**src/rtl/spim_pkg.sv**
```systemverilog
package spim_pkg;

  typedef enum logic [1:0] {
    ST_IDLE = 2'd0,
    ST_XFER = 2'd1,
    ST_TAIL = 2'd2
  } spim_state_e;

endpackage

```
**src/rtl/spim_half_timer.sv**
```systemverilog
// Produces one tick every 2^div_sel system clocks; restart realigns the count.
module spim_half_timer #(
  parameter int DIV_W = 3,
  localparam int CNT_W = (1 << DIV_W) - 1
) (
  input  logic             clk,
  input  logic             rst,
  input  logic             restart,
  input  logic [DIV_W-1:0] div_sel,
  output logic             tick
);

  logic [CNT_W-1:0] cnt_q;
  logic [CNT_W-1:0] limit;
  logic [CNT_W:0]   span;

  always_comb begin
    span  = (CNT_W+1)'(1) << div_sel;
    limit = CNT_W'(span - 1'b1);
    tick  = (cnt_q == limit) && !restart;
  end

  always_ff @(posedge clk) begin
    if (rst || restart) begin
      cnt_q <= '0;
    end else if (cnt_q == limit) begin
      cnt_q <= '0;
    end else begin
      cnt_q <= cnt_q + 1'b1;
    end
  end


  half_cnt_chk: assert property (@(posedge clk) disable iff (rst)
    cnt_q <= limit);

endmodule

```
**src/rtl/spim_bit_pick.sv**
```systemverilog
// Maps the n-th bit of a frame to its word position for either bit order.
module spim_bit_pick #(
  parameter int MAX_BITS = 32,
  localparam int LEN_W = $clog2(MAX_BITS + 1),
  localparam int IDX_W = $clog2(MAX_BITS)
) (
  input  logic             lsb,
  input  logic [LEN_W-1:0] nbits,
  input  logic [IDX_W-1:0] idx,
  output logic [IDX_W-1:0] pos
);

  logic [LEN_W-1:0] rev;

  always_comb begin
    rev = nbits - LEN_W'(1) - LEN_W'(idx);
    pos = lsb ? idx : IDX_W'(rev);
  end

endmodule

```
**src/rtl/spi_xfer_master.sv**
```systemverilog
module spi_xfer_master #(
  parameter int MAX_BITS = 32,
  parameter int MIN_BITS = 4,
  parameter int DIV_W    = 3,
  localparam int LEN_W  = $clog2(MAX_BITS + 1),
  localparam int IDX_W  = $clog2(MAX_BITS),
  localparam int EDGE_W = $clog2(2 * MAX_BITS)
) (
  input  logic                clk,
  input  logic                rst,
  input  logic                start,
  input  logic                cpol,
  input  logic                cpha,
  input  logic                lsb_first,
  input  logic [LEN_W-1:0]    frame_len,
  input  logic [DIV_W-1:0]    div_sel,
  input  logic [MAX_BITS-1:0] tx_word,
  input  logic                miso,
  output logic                sclk,
  output logic                mosi,
  output logic                sel_n,
  output logic [MAX_BITS-1:0] rx_word,
  output logic                busy,
  output logic                done
);

  import spim_pkg::*;

  spim_state_e         state_q;
  logic                cpol_q, cpha_q, lsb_q;
  logic [LEN_W-1:0]    nbits_q, nbits_in;
  logic [DIV_W-1:0]    div_q;
  logic [MAX_BITS-1:0] tx_q, rx_q, rx_word_q;
  logic [IDX_W-1:0]    drv_q, smp_q, drv_idx, drv_pos, smp_pos;
  logic [EDGE_W-1:0]   edge_q, edge_last;
  logic                sclk_q, sel_n_q, mosi_q, busy_q, done_q;
  logic                tick, accept, sample_edge, shift_edge;
  logic                drv_lsb;
  logic [LEN_W-1:0]    drv_len;
  logic [MAX_BITS-1:0] drv_word;

  assign accept = start && (state_q == ST_IDLE);

  // Length clamp applied at capture time
  always_comb begin
    if (frame_len < LEN_W'(MIN_BITS))      nbits_in = LEN_W'(MIN_BITS);
    else if (frame_len > LEN_W'(MAX_BITS)) nbits_in = LEN_W'(MAX_BITS);
    else                                   nbits_in = frame_len;
  end

  // Next outbound bit: first bit at acceptance, following bit otherwise
  always_comb begin
    drv_lsb  = accept ? lsb_first : lsb_q;
    drv_len  = accept ? nbits_in  : nbits_q;
    drv_idx  = accept ? '0        : drv_q + 1'b1;
    drv_word = accept ? tx_word   : tx_q;
  end

  spim_bit_pick #(.MAX_BITS(MAX_BITS)) u_drv_pick (
    .lsb(drv_lsb), .nbits(drv_len), .idx(drv_idx), .pos(drv_pos)
  );

  spim_bit_pick #(.MAX_BITS(MAX_BITS)) u_smp_pick (
    .lsb(lsb_q), .nbits(nbits_q), .idx(smp_q), .pos(smp_pos)
  );

  spim_half_timer #(.DIV_W(DIV_W)) u_timer (
    .clk(clk), .rst(rst), .restart(accept), .div_sel(div_q), .tick(tick)
  );

  // Edge classification: even edge_q values are leading edges
  always_comb begin
    edge_last   = EDGE_W'({nbits_q, 1'b0} - 1'b1);
    sample_edge = (~edge_q[0]) ^ cpha_q;
    shift_edge  = !sample_edge && (edge_q != '0) && (edge_q != edge_last);
  end

  always_ff @(posedge clk) begin
    done_q <= 1'b0;
    if (rst) begin
      state_q   <= ST_IDLE;
      cpol_q    <= 1'b0;
      cpha_q    <= 1'b0;
      lsb_q     <= 1'b0;
      nbits_q   <= LEN_W'(MIN_BITS);
      div_q     <= '0;
      tx_q      <= '0;
      rx_q      <= '0;
      rx_word_q <= '0;
      drv_q     <= '0;
      smp_q     <= '0;
      edge_q    <= '0;
      sclk_q    <= 1'b0;
      sel_n_q   <= 1'b1;
      mosi_q    <= 1'b0;
      busy_q    <= 1'b0;
    end else begin
      case (state_q)
        ST_IDLE: begin
          sclk_q <= cpol;
          if (start) begin
            cpol_q  <= cpol;
            cpha_q  <= cpha;
            lsb_q   <= lsb_first;
            nbits_q <= nbits_in;
            div_q   <= div_sel;
            tx_q    <= tx_word;
            rx_q    <= '0;
            drv_q   <= '0;
            smp_q   <= '0;
            edge_q  <= '0;
            mosi_q  <= drv_word[drv_pos];
            sel_n_q <= 1'b0;
            busy_q  <= 1'b1;
            state_q <= ST_XFER;
          end
        end
        ST_XFER: begin
          if (tick) begin
            sclk_q <= ~sclk_q;
            if (sample_edge) begin
              rx_q[smp_pos] <= miso;
              smp_q         <= smp_q + 1'b1;
            end
            if (shift_edge) begin
              drv_q  <= drv_q + 1'b1;
              mosi_q <= drv_word[drv_pos];
            end
            if (edge_q == edge_last) state_q <= ST_TAIL;
            else                     edge_q  <= edge_q + 1'b1;
          end
        end
        ST_TAIL: begin
          if (tick) begin
            sel_n_q   <= 1'b1;
            busy_q    <= 1'b0;
            done_q    <= 1'b1;
            rx_word_q <= rx_q;
            state_q   <= ST_IDLE;
          end
        end
        default: state_q <= ST_IDLE;
      endcase
    end
  end

  assign sclk    = sclk_q;
  assign mosi    = mosi_q;
  assign sel_n   = sel_n_q;
  assign rx_word = rx_word_q;
  assign busy    = busy_q;
  assign done    = done_q;


  done_pulse_chk: assert property (@(posedge clk) disable iff (rst)
    done_q |=> !done_q);


  done_sel_chk: assert property (@(posedge clk) disable iff (rst)
    done_q |-> $rose(sel_n_q));


  idle_sel_chk: assert property (@(posedge clk) disable iff (rst)
    !busy_q |-> sel_n_q);


  latch_hold_chk: assert property (@(posedge clk) disable iff (rst)
    busy_q |=> ($stable(tx_q) && $stable(nbits_q) && $stable(cpha_q)));


  len_range_chk: assert property (@(posedge clk) disable iff (rst)
    busy_q |-> ((nbits_q >= LEN_W'(MIN_BITS)) && (nbits_q <= LEN_W'(MAX_BITS))));


  first_edge_level_chk: assert property (@(posedge clk) disable iff (rst)
    ((state_q == ST_XFER) && (edge_q == '0)) |-> (sclk_q == cpol_q));


  tail_level_chk: assert property (@(posedge clk) disable iff (rst)
    (state_q == ST_TAIL) |-> ((sclk_q == cpol_q) && !sel_n_q));

endmodule

```
**config.mk**
```make
export PLATFORM = sky130hd
export DESIGN_NAME = spi_xfer_master
export DESIGN_NICKNAME = d
export VERILOG_FILES = /design/src/rtl/spim_pkg.sv /design/src/rtl/spim_half_timer.sv /design/src/rtl/spim_bit_pick.sv /design/src/rtl/spi_xfer_master.sv
export SDC_FILE = /design/constraint.sdc
export NUM_CORES = 1
export LEC_CHECK = 0
export ABC_AREA = 1
export BUFFER_PORTS_ARGS = -buffer_cell sky130_fd_sc_hd__buf_2
export CAP_MARGIN = 20
export CORE_ASPECT_RATIO = 1.1
export CORE_MARGIN = 2
export CORE_UTILIZATION = 39
export DETAILED_ROUTE_END_ITERATION = 6
export PLACE_DENSITY = 0.58
export SYNTH_ARGS = -nofsm -noshare
export SYNTH_HDL_FRONTEND = slang
export SYNTH_SLANG_ARGS = --single-unit
export TNS_END_PERCENT = 5
```
**constraint.sdc**
```tcl
create_clock -name clk -period 3 [get_ports clk]
set_clock_uncertainty 0.15 [all_clocks]
set_input_delay 0.15 -clock clk [delete_from_list [all_inputs] [get_ports clk]]
set_output_delay 0.15 -clock clk [all_outputs]
set_load 0.01 [all_outputs]
```
Word-level counts from Yosys, hierarchy flattened
Cells that the tools add are included.
{"block": "totals", "regBits": 136, "input_bits": 48, "output_inout_bits": 37, "word_cells": 117}
{"block": "op_classes", "add_sub_neg": 10, "order_cmp": 5, "eq_ne": 12, "shift": 1, "n_mux": 46, "n_bitwise": 4, "reduce_logical": 22}
{"op": "$mux 32", "count": 4}
{"op": "$pmux 32 s2", "count": 1}
{"op": "$mux 5", "count": 11}
{"op": "$bwmux 32", "count": 1}
{"op": "$pmux 5 s2", "count": 2}
{"op": "$mux 6", "count": 3}
{"op": "$reduce_and 4->1", "count": 4}
{"op": "$ne 2x2->1 const B", "count": 7}
{"op": "$lt 5x6->1 const B", "count": 2}
{"op": "$mux 1", "count": 12}
{"op": "$pmux 6 s2", "count": 1}
{"op": "$add 5x1->5 const B", "count": 2}
{"op": "$sub 5x1->5 const B", "count": 2}
{"op": "$sub 5x5->5", "count": 2}
{"op": "$mux 2", "count": 4}
{"op": "$pmux 1 s2", "count": 4}
{"op": "$add 7x1->7 const B", "count": 1}
{"op": "$eq 7x7->1", "count": 1}
{"op": "$shl 1x3->7 const A", "count": 1}
{"op": "$sub 7x1->7 const B", "count": 1}
{"op": "$add 6x1->6 const B", "count": 1}
{"op": "$eq 6x6->1", "count": 1}
{"op": "$gt 6x6->1 const B", "count": 1}
{"op": "$lt 6x3->1 const B", "count": 1}
{"op": "other kinds (19)", "count": 30}

Longest topological paths before layout
Gate-level depths: netlist of run 1.
{"block": "depth", "word_depth": 12, "ltp_mapped": 23, "ltp_nobuf": 20}

Cells and area by module
A second synthesis of run 1 with hierarchy kept.
{"block": "hier_totals", "hier_cells": 889, "area_unflattened_um2": 6596.3}
{"mod": "spi_xfer_master", "instances": 1, "cells_per_inst": 715, "area_each_um2": 5570.3, "seq_area_each_um2": 2602.5}
{"mod": "spim_half_timer", "instances": 1, "cells_per_inst": 86, "area_each_um2": 563.0, "seq_area_each_um2": 140.1}
{"mod": "spim_bit_pick", "instances": 2, "cells_per_inst": 44, "area_each_um2": 231.5, "seq_area_each_um2": 0.0}

Worst setup path before layout of run 1
OpenSTA, ideal clock, no wires.
{"block": "synth_timing", "kind": "reg2reg", "from": "register state_q[0]", "to": "register mosi_q (netlist: mosi)", "setup_ns": 0.132, "arrival_ns": 2.615, "t_required_ns": 2.718, "setup_slack_ns": 0.103, "stages_incl_launch_ff": 20, "path_buffers": 6, "period_less_slack_ns": 2.897, "cell_sequence": "dfxtp_1 > buf_6 > nor2_4 > nand2_1 > buf_6 > buf_4 > buf_4 > buf_2 > buf_2 > nand2_1 > fa_1 > nand3_1 > nand2_2 > inv_2 > nand3_1 > nand3_1 > nand3_1 > nand3_1 > nand3_1 > a21oi_1"}
{"block": "synth_via", "elab_chain_cells": 11, "word_cells_on_any_way": 23, "cone_classes": "2 x add/sub; 4 x eq/ne; 11 x mux; 6 x reduce/logical"}
{"element": "from (decl)", "line": "spi_xfer_master.sv:29", "source": "spim_state_e state_q;"}
{"element": "from (signal assigned)", "line": "spi_xfer_master.sv:81", "source": "state_q <= ST_IDLE;"}
{"element": "from (signal assigned)", "line": "spi_xfer_master.sv:115", "source": "state_q <= ST_XFER;"}
{"element": "from (signal assigned)", "line": "spi_xfer_master.sv:129", "source": "if (edge_q == edge_last) state_q <= ST_TAIL;"}
{"element": "$logic_not 2->1"}
{"element": "$logic_and 1x1->1", "line": "spi_xfer_master.sv:42", "source": "assign accept = start && (state_q == ST_IDLE);"}
{"element": "$mux 5", "line": "spi_xfer_master.sv:54", "source": "drv_len = accept ? nbits_in : nbits_q;"}
{"element": "$sub 5x1->5", "line": "spim_bit_pick.sv:16", "source": "rev = nbits - LEN_W'(1) - LEN_W'(idx);"}
{"element": "$sub 5x5->5", "line": "spim_bit_pick.sv:16"}
{"element": "$mux 5", "line": "spim_bit_pick.sv:17", "source": "pos = lsb ? idx : IDX_W'(rev);"}
{"element": "$bmux 1 s5", "line": "spi_xfer_master.sv:112, spi_xfer_master.sv:127"}
{"element": "$mux 1 (implied by the code)", "line": "spi_xfer_master.sv:112, spi_xfer_master.sv:127"}
{"element": "$mux 1", "line": "spi_xfer_master.sv:125", "source": "if (shift_edge) begin"}
{"element": "$mux 1", "line": "spi_xfer_master.sv:119", "source": "if (tick) begin"}
{"element": "$pmux 1 s2", "line": "spi_xfer_master.sv:98", "source": "case (state_q)"}
{"element": "to (signal assigned)", "line": "spi_xfer_master.sv:112", "source": "mosi_q <= drv_word[drv_pos];"}
{"element": "to (signal assigned)", "line": "spi_xfer_master.sv:127", "source": "mosi_q <= drv_word[drv_pos];"}
{"element": "to (decl)", "line": "spi_xfer_master.sv:36", "source": "logic sclk_q, sel_n_q, mosi_q, busy_q, done_q;"}
Parallel ways exist; a longest one is shown, timed or not. The select of a mux whose other input is x is not followed.
A chain may end at the register's enable or synchronous reset.

Worst setup path after layout of run 1
{"block": "layout_timing", "from": "register state_q[1]", "to": "register mosi_q (netlist: mosi)"}
Same word-level chain as after synthesis.

==> flow_summary.toml, run 1 <==
[placed_design]
gp_congestion = 0.833
dp_hpwl_um = 12100
portBuffers = 84
post_dp_cell_area_um2 = 7610

[cts]
clk_pin_slew_worst_paths_ps = 60
clock_latency_ps = 420
cts_root_buffer = "clkbuf_16"
htreeDepth = 4
cts_made_buffers = 17
tritoncts = "yes"
clock_sinks = 136
cts.path.max_buffers = 2

[sta]
tightest_slew_ps = 606
setup_viol = 0
hold_violations = 0
maxSlewViolCount = 0
fmax_ghz = 0.362
fin_crit_ps = 2760
maxSlewHeadroom = 0.595
fin_crit_sh = 0.921

[worst_setup_path]
path_cells = "nor2_4, nand2_4, clkinvlp_4, nand2_1, o21ai_2, inv_1, ha_1, fa_2, nand3_2, nand2_4, inv_4, nand3_1, nand3_1, nand3_1, nand3_1, nand3_1, a21oi_1"
cp_max_fo = 8
path_delay_family = "simple AND/OR/NAND/NOR gates"
crit_arrival_ps = 2910
cp-end-kind = "flop"
required_ps = 3150
ff2ff_path_depth = 17
cpMostUsedCell = "nand3_1"
crit_path_start_kind = "flop"
cp_num_buf_inv = 3
crit_type = "flop to flop"
slowest_delay_ps = 560
path_depth = 17
cpMaxStageDelayCell = "fa_2"

[detailed_routing]
wirelength_um = 18000
drc = 0
vias = 6843
routedWlPerCell_um = 13.0
antenna_left = 0
drt_first_pass_iters = 5
first_iter_violations = 489
via_per_inst = 4.92

[hold_path]
hold_class = "primary input to flop"
hold_depth = 6

[power]
cellLeakagePower_nw = 4.04
p_per_area_nw_per_um2 = 571
power_w = 0.00497
ir_worst_vdd_mv = 0.395

[cells_and_area]
synthToLayoutAreaGrowth_pct = 25.1
fin_util = 0.494
drive_gt1_frac = 0.145
fin_nets = 1207
antenna_cells = 0
final_cell_mix = "nor2_1 (193), nand2_1 (174), dfxtp_1 (136)"
final_common_cell = "nor2_1"
fin_area_um2 = 8700

[floorplanning]
dieArea_um2 = 18900
ios = 85
coreArea_um2 = 17600
die_h_um = 144
num_rows = 51
die_x_um = 131
start_util = 0.395

[global_routing]
grt_antenna_before_repair = 0
first_global_vias = 6384
grt_pass1_wl_um = 30000
grt_max_degree = 67
grt_overflow = 0
grt_usage = 0.194

[synth]
synthArstFlopShare = 0
syn_nets = 1076
synth_edf_count = 0
seq_area_frac_synth = 0.392
ys_ff_latch = 136
synth_ff_type = "dfxtp_1"
netlist_area_um2 = 6950
yosysUniqueCellTypes = 39
postSynthAreaPerCell_um2 = 6.88
syn_inst = 1011
yosysWarnings = 0

[job]
cap_viol_max_count = 0

[run_status]
run_status = "finished, final reports clean"
worst reg2reg max path: cells and delay by family, from the launching register on:
| kind | cells | cell delay (ps) |
|---|---|---|
| DFF | 1 | 330 |
| and+or+nand+nor | 10 | 1030 |
| buffers and inverters | 3 | 260 |
| AOI/OAI and AO/OA | 2 | 120 |
| adders and majority gates | 2 | 770 |
registers in the layout, indices dropped and copies added (netlist names):
signal	count
mosi	1
drv_q	5
div_q	3
edge_q	6
lsb_q	1
smp_q	5
tx_q	32
done	1
sclk	1
sel_n	1
u_timer.cnt_q	7
nbits_q	5
rx_word	32
state_q	2
rx_q	32
cpha_q	1
busy	1
stage by stage:
| step | setup WS (ps) | TNS, ps | hold WS [ps] | instances |
|---|---|---|---|---|
| 2_1_floorplan | 103 | 0 | 165 | 1011 |
| 6_report | 236 | 0 | 46.4 | 1391 |
| 4_1_cts | 90.0 | 0 | 48.0 | 1389 |
| 3_3_place_gp | 204 | 0 | 282 | 1306 |
| 5_1_grt | -27.3 | -27.3 | 111 | 1391 |
| 3_5_place_dp | 107 | 0 | 292 | 1306 |
layout make-up:
type,instances,area [um2]
multi-input cells,730,3640
fillers,1828,8910
inverters,97,370
flip-flops and latches,136,2720
clock inverters,8,51.3
repair buffers,160,1150
clock buffers,22,464
well taps,238,298
synth_stat cells, types with 3 or more instances:
| library cell | count | area, um2 |
|---|---|---|
| o21ai_0 | 83 | 415 |
| xnor2_1 | 12 | 105 |
| xor2_1 | 15 | 131 |
| nor2_1 | 195 | 732 |
| nor3_1 | 3 | 15.0 |
| ha_1 | 15 | 188 |
| nand2_1 | 175 | 657 |
| nand4_1 | 6 | 37.5 |
| clkbuf_1 | 20 | 75.1 |
| a22oi_1 | 26 | 195 |
| nand3_2 | 3 | 30.0 |
| buf_4 | 7 | 52.6 |
| buf_1 | 4 | 15.0 |
| buf_6 | 4 | 45.0 |
| dfxtp_1 | 136 | 2720 |
| nand3_1 | 134 | 671 |
| inv_2 | 5 | 18.8 |
| inv_1 | 91 | 342 |
| or2_2 | 4 | 25.0 |
| a21oi_1 | 35 | 175 |
| buf_2 | 14 | 70.1 |
final timing paths:
check	from	endpoint	slack [ps]
worst max-delay path	state_q[1]	mosi	240
worst min-delay path	frame_len[5]	nbits_q[0]	50
worst max register to register	state_q[1]	mosi	240
worst min register to register	rx_q[24]	rx_q[24]	320
where the power goes:
part           internal, W  switching, W
sequential         0.00189     0.0000503
clock              0.00108      0.000767
combinational     0.000436      0.000744
total              0.00341       0.00156
kinds of logic (layout without fill, tap and decap cells):
kind of cell / Yosys count / after routing / synth area share
and+or+nand+nor: 532 / 533 / 0.330
DFF: 136 / 136 / 0.392
xor gates and xnor gates: 27 / 27 / 0.0340
buffers and inverters: 146 / 287 / 0.0894
AOI/OAI and AO/OA: 153 / 153 / 0.123
adders and majority gates: 17 / 17 / 0.0327
routing by layer:
metal	vias up	global-route usage	part of all wire
met2	124	0.335	0.48
met4	0	0.0646	0.013
met3	17	0.0382	0.038
met5	-	0	0
li1	3548	-	-
met1	3154	0.245	0.47
timing repair:
item	CTS	global route
setup buffers	0	1
endpoints found under the setup margin	0	2
resized for setup	0	10
hold buffers	53	0
hold endpoints to repair	40	0
Power figures use the tool's default switching activity.
==> inputs of run 2 (changes only) <==
- CORE_MARGIN: 2 -> default
- CTS_CLUSTER_SIZE: default -> 16
- clock period: 3 -> 2.41 ns (I/O delays scaled with it)
==> run 2 against run 1 <==
  * The run now ends with negative setup slack left
  * Fmax is 11% higher
  * Via count is 2.3% higher
  * First-iteration DRC count is 33% lower
  * Worst setup slack worse by 320 ps
  * Non-clock buffer count is 50 higher
  * Sequential share of layout area is 2.8 points lower
  * Power is 41% higher
  * Die area is 2.9% lower
  * Cell count is 3.5% higher
  * Utilization is 6.3 points higher
  * Sequential cell count stayed put
  * Critical endpoint unchanged
  * Largest cell class unchanged
  * Highest routed layer unchanged
==> flow_summary.toml, run 2 (synthesis gave the netlist of run 1 again) <==
[floorplanning]
dieArea_um2 = 18400
start_util = 0.404
ios = 85
die_x_um = 129
coreArea_um2 = 17200
die_h_um = 142
num_rows = 50

[cells_and_area]
final_common_cell = "nor2_1"
antenna_cells = 0
synthToLayoutAreaGrowth_pct = 37.7
multi_input_area_um2 = 4040
fin_util = 0.557
fin_nets = 1257
regArea_um2 = 2730
n_fill_cell = 1665
final_cell_mix = "nor2_1 (168), nand2_1 (166), dfxtp_1 (130)"
drive_gt1_frac = 0.270

[sta]
grt_setup_unrepaired = "true"
setup_viol = 1
fin_crit_ps = 2500
fin_crit_sh = 1.04
maxSlewHeadroom = 0.573
tightest_slew_ps = 641
fin_ws_ps = -86.0
maxSlewViolCount = 0
fin_hold_ws_ps = 16.0
hold_violations = 0
fmax_ghz = 0.401

[detailed_routing]
drc = 0
drt_first_pass_iters = 7
top_layer_used = "met4"
met2_length_um = 8880
routedWlPerCell_um = 12.7
wirelength_um = 18300
first_iter_violations = 330
wl_met1_um = 8590
via_per_inst = 4.87
antenna_left = 0
met3WireLength_um = 555
vias = 7003

[worst_setup_path]
cpMostUsedCell = "nand3_2"
required_ps = 2560
cp_max_fo = 8
crit_arrival_ps = 2650
crit_path_start_kind = "flop"
cp-end-kind = "flop"
cpMaxStageDelayCell = "fa_2"
path_cells = "nor2_4, nand2_4, clkinv_4, nand2_2, o21ai_2, inv_2, ha_4, fa_2, nand3_4, nand2_8, inv_8, nand3_2, nand3_2, nand3_2, nand3_2, nand3_2, a21oi_2"
slowest_delay_ps = 550
crit_type = "flop to flop"

[power]
cellLeakagePower_nw = 4.41
intPower_w = 0.00480
p_per_area_nw_per_um2 = 734
combPwrFrac = 0.274
pwr-share-seq = 0.342
power_switching_w = 0.00223
ir_worst_vdd_mv = 0.534
swShare = 0.317
clkPwrFrac = 0.384

[job]
cap_viol_max_count = 0

[run_status]
run_status = "finished, violations left"
violations = "negative setup slack"

[cts]
clock_latency_ps = 420
clock_sinks = 136
cts_made_buffers = 17
clk_pin_slew_worst_paths_ps = 60
cts.path.max_buffers = 2
cts_root_buffer = "clkbuf_16"
tritoncts = "yes"
htreeDepth = 4

[hold_path]
hold_class = "primary input to flop"

[global_routing]
grt_pass1_wl_um = 30500
grt_max_degree = 76
grt_antenna_before_repair = 0
grt_usage = 0.209
first_global_vias = 6560
grt_overflow = 0

[placed_design]
gp_congestion = 0.889
dp_hpwl_um = 12200
portBuffers = 84
run 2: cell types whose count changed in the layout (fill, tap and decap cells not counted), sizes merged:
cell,delta
clkinvlp,-1
clkbuf,-3
buf,+67
dlygate4sd3,-17
bufinv,+3
inv,+2
clkinv,+1
run 2: layer usage:
layer | vias to the layer above | GRT usage
met5 | - | 0
met4 | 0 | 0.0755
met3 | 21 | 0.0414
met2 | 116 | 0.356
met1 | 3226 | 0.260
li1 | 3640 | -
run 2: worst paths after layout:
| kind | start | endpoint | slack [ps] | cells after the start |
|---|---|---|---|---|
| worst min-delay path | tx_word[21] | tx_q[21] | 20 | 4 |
| worst min register to register | rx_q[29] | rx_q[29] | 310 | 2 |
| worst max register to register | state_q[0] | mosi | -90 | 17 |
| worst max-delay path | state_q[0] | mosi | -90 | 17 |
run 2: area by class of cell:
type,count,area share
Clock buffer,19,0.0462
Tap cell,234,0.0306
Multi-Input combinational cell,730,0.421
Timing Repair Buffer,210,0.160
Clock inverter,13,0.0178
Sequential cell,136,0.285
Inverter,97,0.0393
run 2: power groups by stage:
stage / registers, W / logic (W) / clock network (W)
floorplan: 0.00244 / 0.00105 / 0
global placement: 0.00245 / 0.00157 / 0
detailed placement: 0.00245 / 0.00157 / 0
CTS: 0.00240 / 0.00179 / 0.00277
global route: 0.00241 / 0.00213 / 0.00286
finish: 0.00240 / 0.00192 / 0.00270
run 2: timing repair:
action	CTS	global route
setup endpoints to repair	32	83
gates cloned	1	0
pin swaps	21	8
hold endpoints to repair	37	0
setup buffers	4	0
hold buffers	36	0
gates resized for setup	46	68
run 2: through the flow:
| step | setup WS, ps | power (W) | instance area [um2] | setup TNS, ps | instances |
|---|---|---|---|---|---|
| floorplan | -274 | 0.00349 | 7000 | -572 | 1011 |
| global placement | -242 | 0.00402 | 8150 | -1500 | 1366 |
| detailed placement | -285 | 0.00402 | 8150 | -1590 | 1366 |
| CTS | -91.1 | 0.00696 | 9350 | -613 | 1439 |
| global route | -175 | 0.00740 | 9580 | -7040 | 1439 |
| finish | -86.0 | 0.00703 | 9580 | -86.0 | 1439 |
run 2: critical path, delay by kind of cell (launching register included):
kind            cells  cell delay, ps
simple gates       10             880
fa+ha+maj           2             710
flops               1             330
buf+inv             3             190
compound gates      2             110
==> inputs of run 3 (changes only) <==
- PLACE_DENSITY: 0.58 -> default
- PLACE_DENSITY_LB_ADDON: default -> 0.25
- SLEW_MARGIN: default -> 20
- SYNTH_HIERARCHICAL: default -> 1
==> run 3 against run 2 <==
  * Clock power fell by 15%
  * Worst setup slack worse by 230 ps
  * Sequential cell count is the same
  * The run ends with design-rule violations, negative setup slack left
  * Via count is 6.7% lower
  * Routed wire length shrank 4.4%
  * Hold slack gained 5.8 ps
  * Clock-buffer cell count is 1 lower
  * Critical path type unchanged
  * Largest cell class unchanged
==> flow_summary.toml, run 3 <==
[sta]
maxSlewHeadroom = 0.497
hold_violations = 0
fin_crit_ps = 2730
fin_crit_sh = 1.13
fmax_ghz = 0.366
fin_ws_ps = -319
tightest_slew_ps = 749
fin_hold_ws_ps = 21.8
maxSlewViolCount = 0
grt_setup_unrepaired = "true"
setup_viol = 75

[cells_and_area]
fin_nets = 1150
drive_gt1_frac = 0.275
final_cell_mix = "nand2_1 (185), dfxtp_1 (132), nand3_1 (102)"
fin_util = 0.554
synthToLayoutAreaGrowth_pct = 38.7
n_fill_cell = 1530
antenna_cells = 0
final_common_cell = "nand2_1"

[worst_setup_path]
cp-end-kind = "flop"
r2r_slack_ps = -320
path_cells = "nor2_4, nand2_2, ha_4, nand2_2, inv_2, nor2_1, nand2_1, nor2_1, nand3_1, nor2_2, nand2_2, nor2_4, inv_2, o21ai_4, nand2_4, nor3_4, buf_6, a22oi_2, a311oi_2"
reg2reg_to = "rx_q[10]"
r2r-start = "div_q[0]"
required_ps = 2590
cpMaxStageDelayCell = "dfxtp_4"
cp_num_buf_inv = 3
cpMostUsedCell = "nand2_2"
cp_max_fo = 5
crit_path_start_kind = "flop"
path_delay_family = "simple AND/OR/NAND/NOR gates"
crit_type = "flop to flop"
slowest_delay_ps = 360
crit_arrival_ps = 2910
ff2ff_path_depth = 19

[global_routing]
grt_max_degree = 46
grt_pass1_wl_um = 29600
grt_antenna_before_repair = 0
grt_usage = 0.210
grt_overflow = 0
first_global_vias = 6195

[floorplanning]
coreArea_um2 = 16400
die_h_um = 138
dieArea_um2 = 17300
die_x_um = 126
start_util = 0.399
ios = 85
num_rows = 49

[cts]
clock_latency_ps = 420
cts.path.max_buffers = 2
clock_sinks = 136
clk_pin_slew_worst_paths_ps = 60
htreeDepth = 4
tritoncts = "yes"
cts_made_buffers = 17
cts_root_buffer = "clkbuf_16"

[synth]
postSynthAreaPerCell_um2 = 7.41
yosysWarnings = 6
syn_inst = 885
netlist_area_um2 = 6560
syn_nets = 950

[run_status]
violations = "design-rule violations, negative setup slack"
run_status = "finished, violations left"

[detailed_routing]
drc = 6
first_iter_violations = 286
antenna_left = 0
via_per_inst = 5.03
routedWlPerCell_um = 13.5
drt_first_pass_iters = 7
vias = 6535
wirelength_um = 17500

[power]
cellLeakagePower_nw = 3.97
p_per_area_nw_per_um2 = 670
ir_worst_vdd_mv = 0.511

[placed_design]
dp_hpwl_um = 12000
gp_congestion = 0.830
portBuffers = 84

[hold_path]
hold_depth = 4
hp-start = "rst"
hold_class = "primary input to flop"
holdPathEnd = "div_q[2]"

[job]
cap_viol_max_count = 0
[run 3: changes by cell type in the layout (fill, tap and decap cells not counted), moves of 7 or more]
cell / delta
inv_1: -13
o22ai_1: +9
a22oi_1: -19
a21oi_1: +35
nand2_1: +19
nand3_2: -13
nor3_1: +12
buf_6: +7
nor2_2: -15
o21ai_1: +19
nor2_1: -127
a22o_1: +26
o21ai_0: -61
[run 3: worst min-delay path, delay by kind of cell]
family / cells / cell delay, ps
buffers and inverters: 2 / 260
AO/OA/AOI/OAI: 1 / 120
AND/OR/NAND/NOR: 1 / 40
[run 3: final cells by class]
cell class,instances,area (um2),area share
multi-input combinational,620,3600,0.395
sequential,136,2740,0.301
tap,204,255,0.0281
clock inverter,11,77.6,0.00853
timing repair buffer,222,1630,0.179
inverter,88,360,0.0396
clock buffer,18,439,0.0483
[run 3: how the worst max path moves through the flow]
stage	startpoint	endpoint	cells past startpoint
detailed placement	frame_len[2]	mosi	18
floorplan	div_q[1]	rx_q[15]	22
global placement	frame_len[2]	mosi	18
global route	div_q[0]	rx_q[18]	19
CTS	div_q[1]	rx_q[10]	18
finish	div_q[0]	rx_q[10]	19
[run 3: repair_timing]
action	CTS	global route
resized for setup	59	39
hold buffers	40	0
hold endpoints to repair	39	0
setup endpoints to repair	82	87
pin swaps	20	15
setup buffers	7	7
[run 3: power by group]
| group | leakage, nW | switching, W | internal [W] |
|---|---|---|---|
| clock network | 0.250 | 0.000979 | 0.00132 |
| logic | 2.61 | 0.000817 | 0.000609 |
| registers | 1.11 | 0.0000492 | 0.00232 |
| total | 3.97 | 0.00185 | 0.00425 |
[run 3: metal layers]
metal  GRT usage  up-vias  wire (um)  share of wire
met5           0        -          0              0
met3      0.0418       30        741          0.042
met2       0.356      165       8290           0.47
met4      0.0841        0        417          0.024
li1            -     3379          -              -
met1       0.261     2961       8070           0.46
[run 3: through the flow]
stage | setup TNS [ps] | instances | total power (W) | instance area (um2) | worst slack (ps)
6_report | -9550 | 1299 | 0.00610 | 9100 | -319
5_1_grt | -29320 | 1299 | 0.00641 | 9100 | -571
4_1_cts | -13870 | 1292 | 0.00609 | 8900 | -317
3_5_place_dp | -16330 | 1216 | 0.00360 | 7740 | -359
3_3_place_gp | -12480 | 1216 | 0.00360 | 7740 | -329
2_1_floorplan | -12220 | 885 | 0.00318 | 6620 | -319
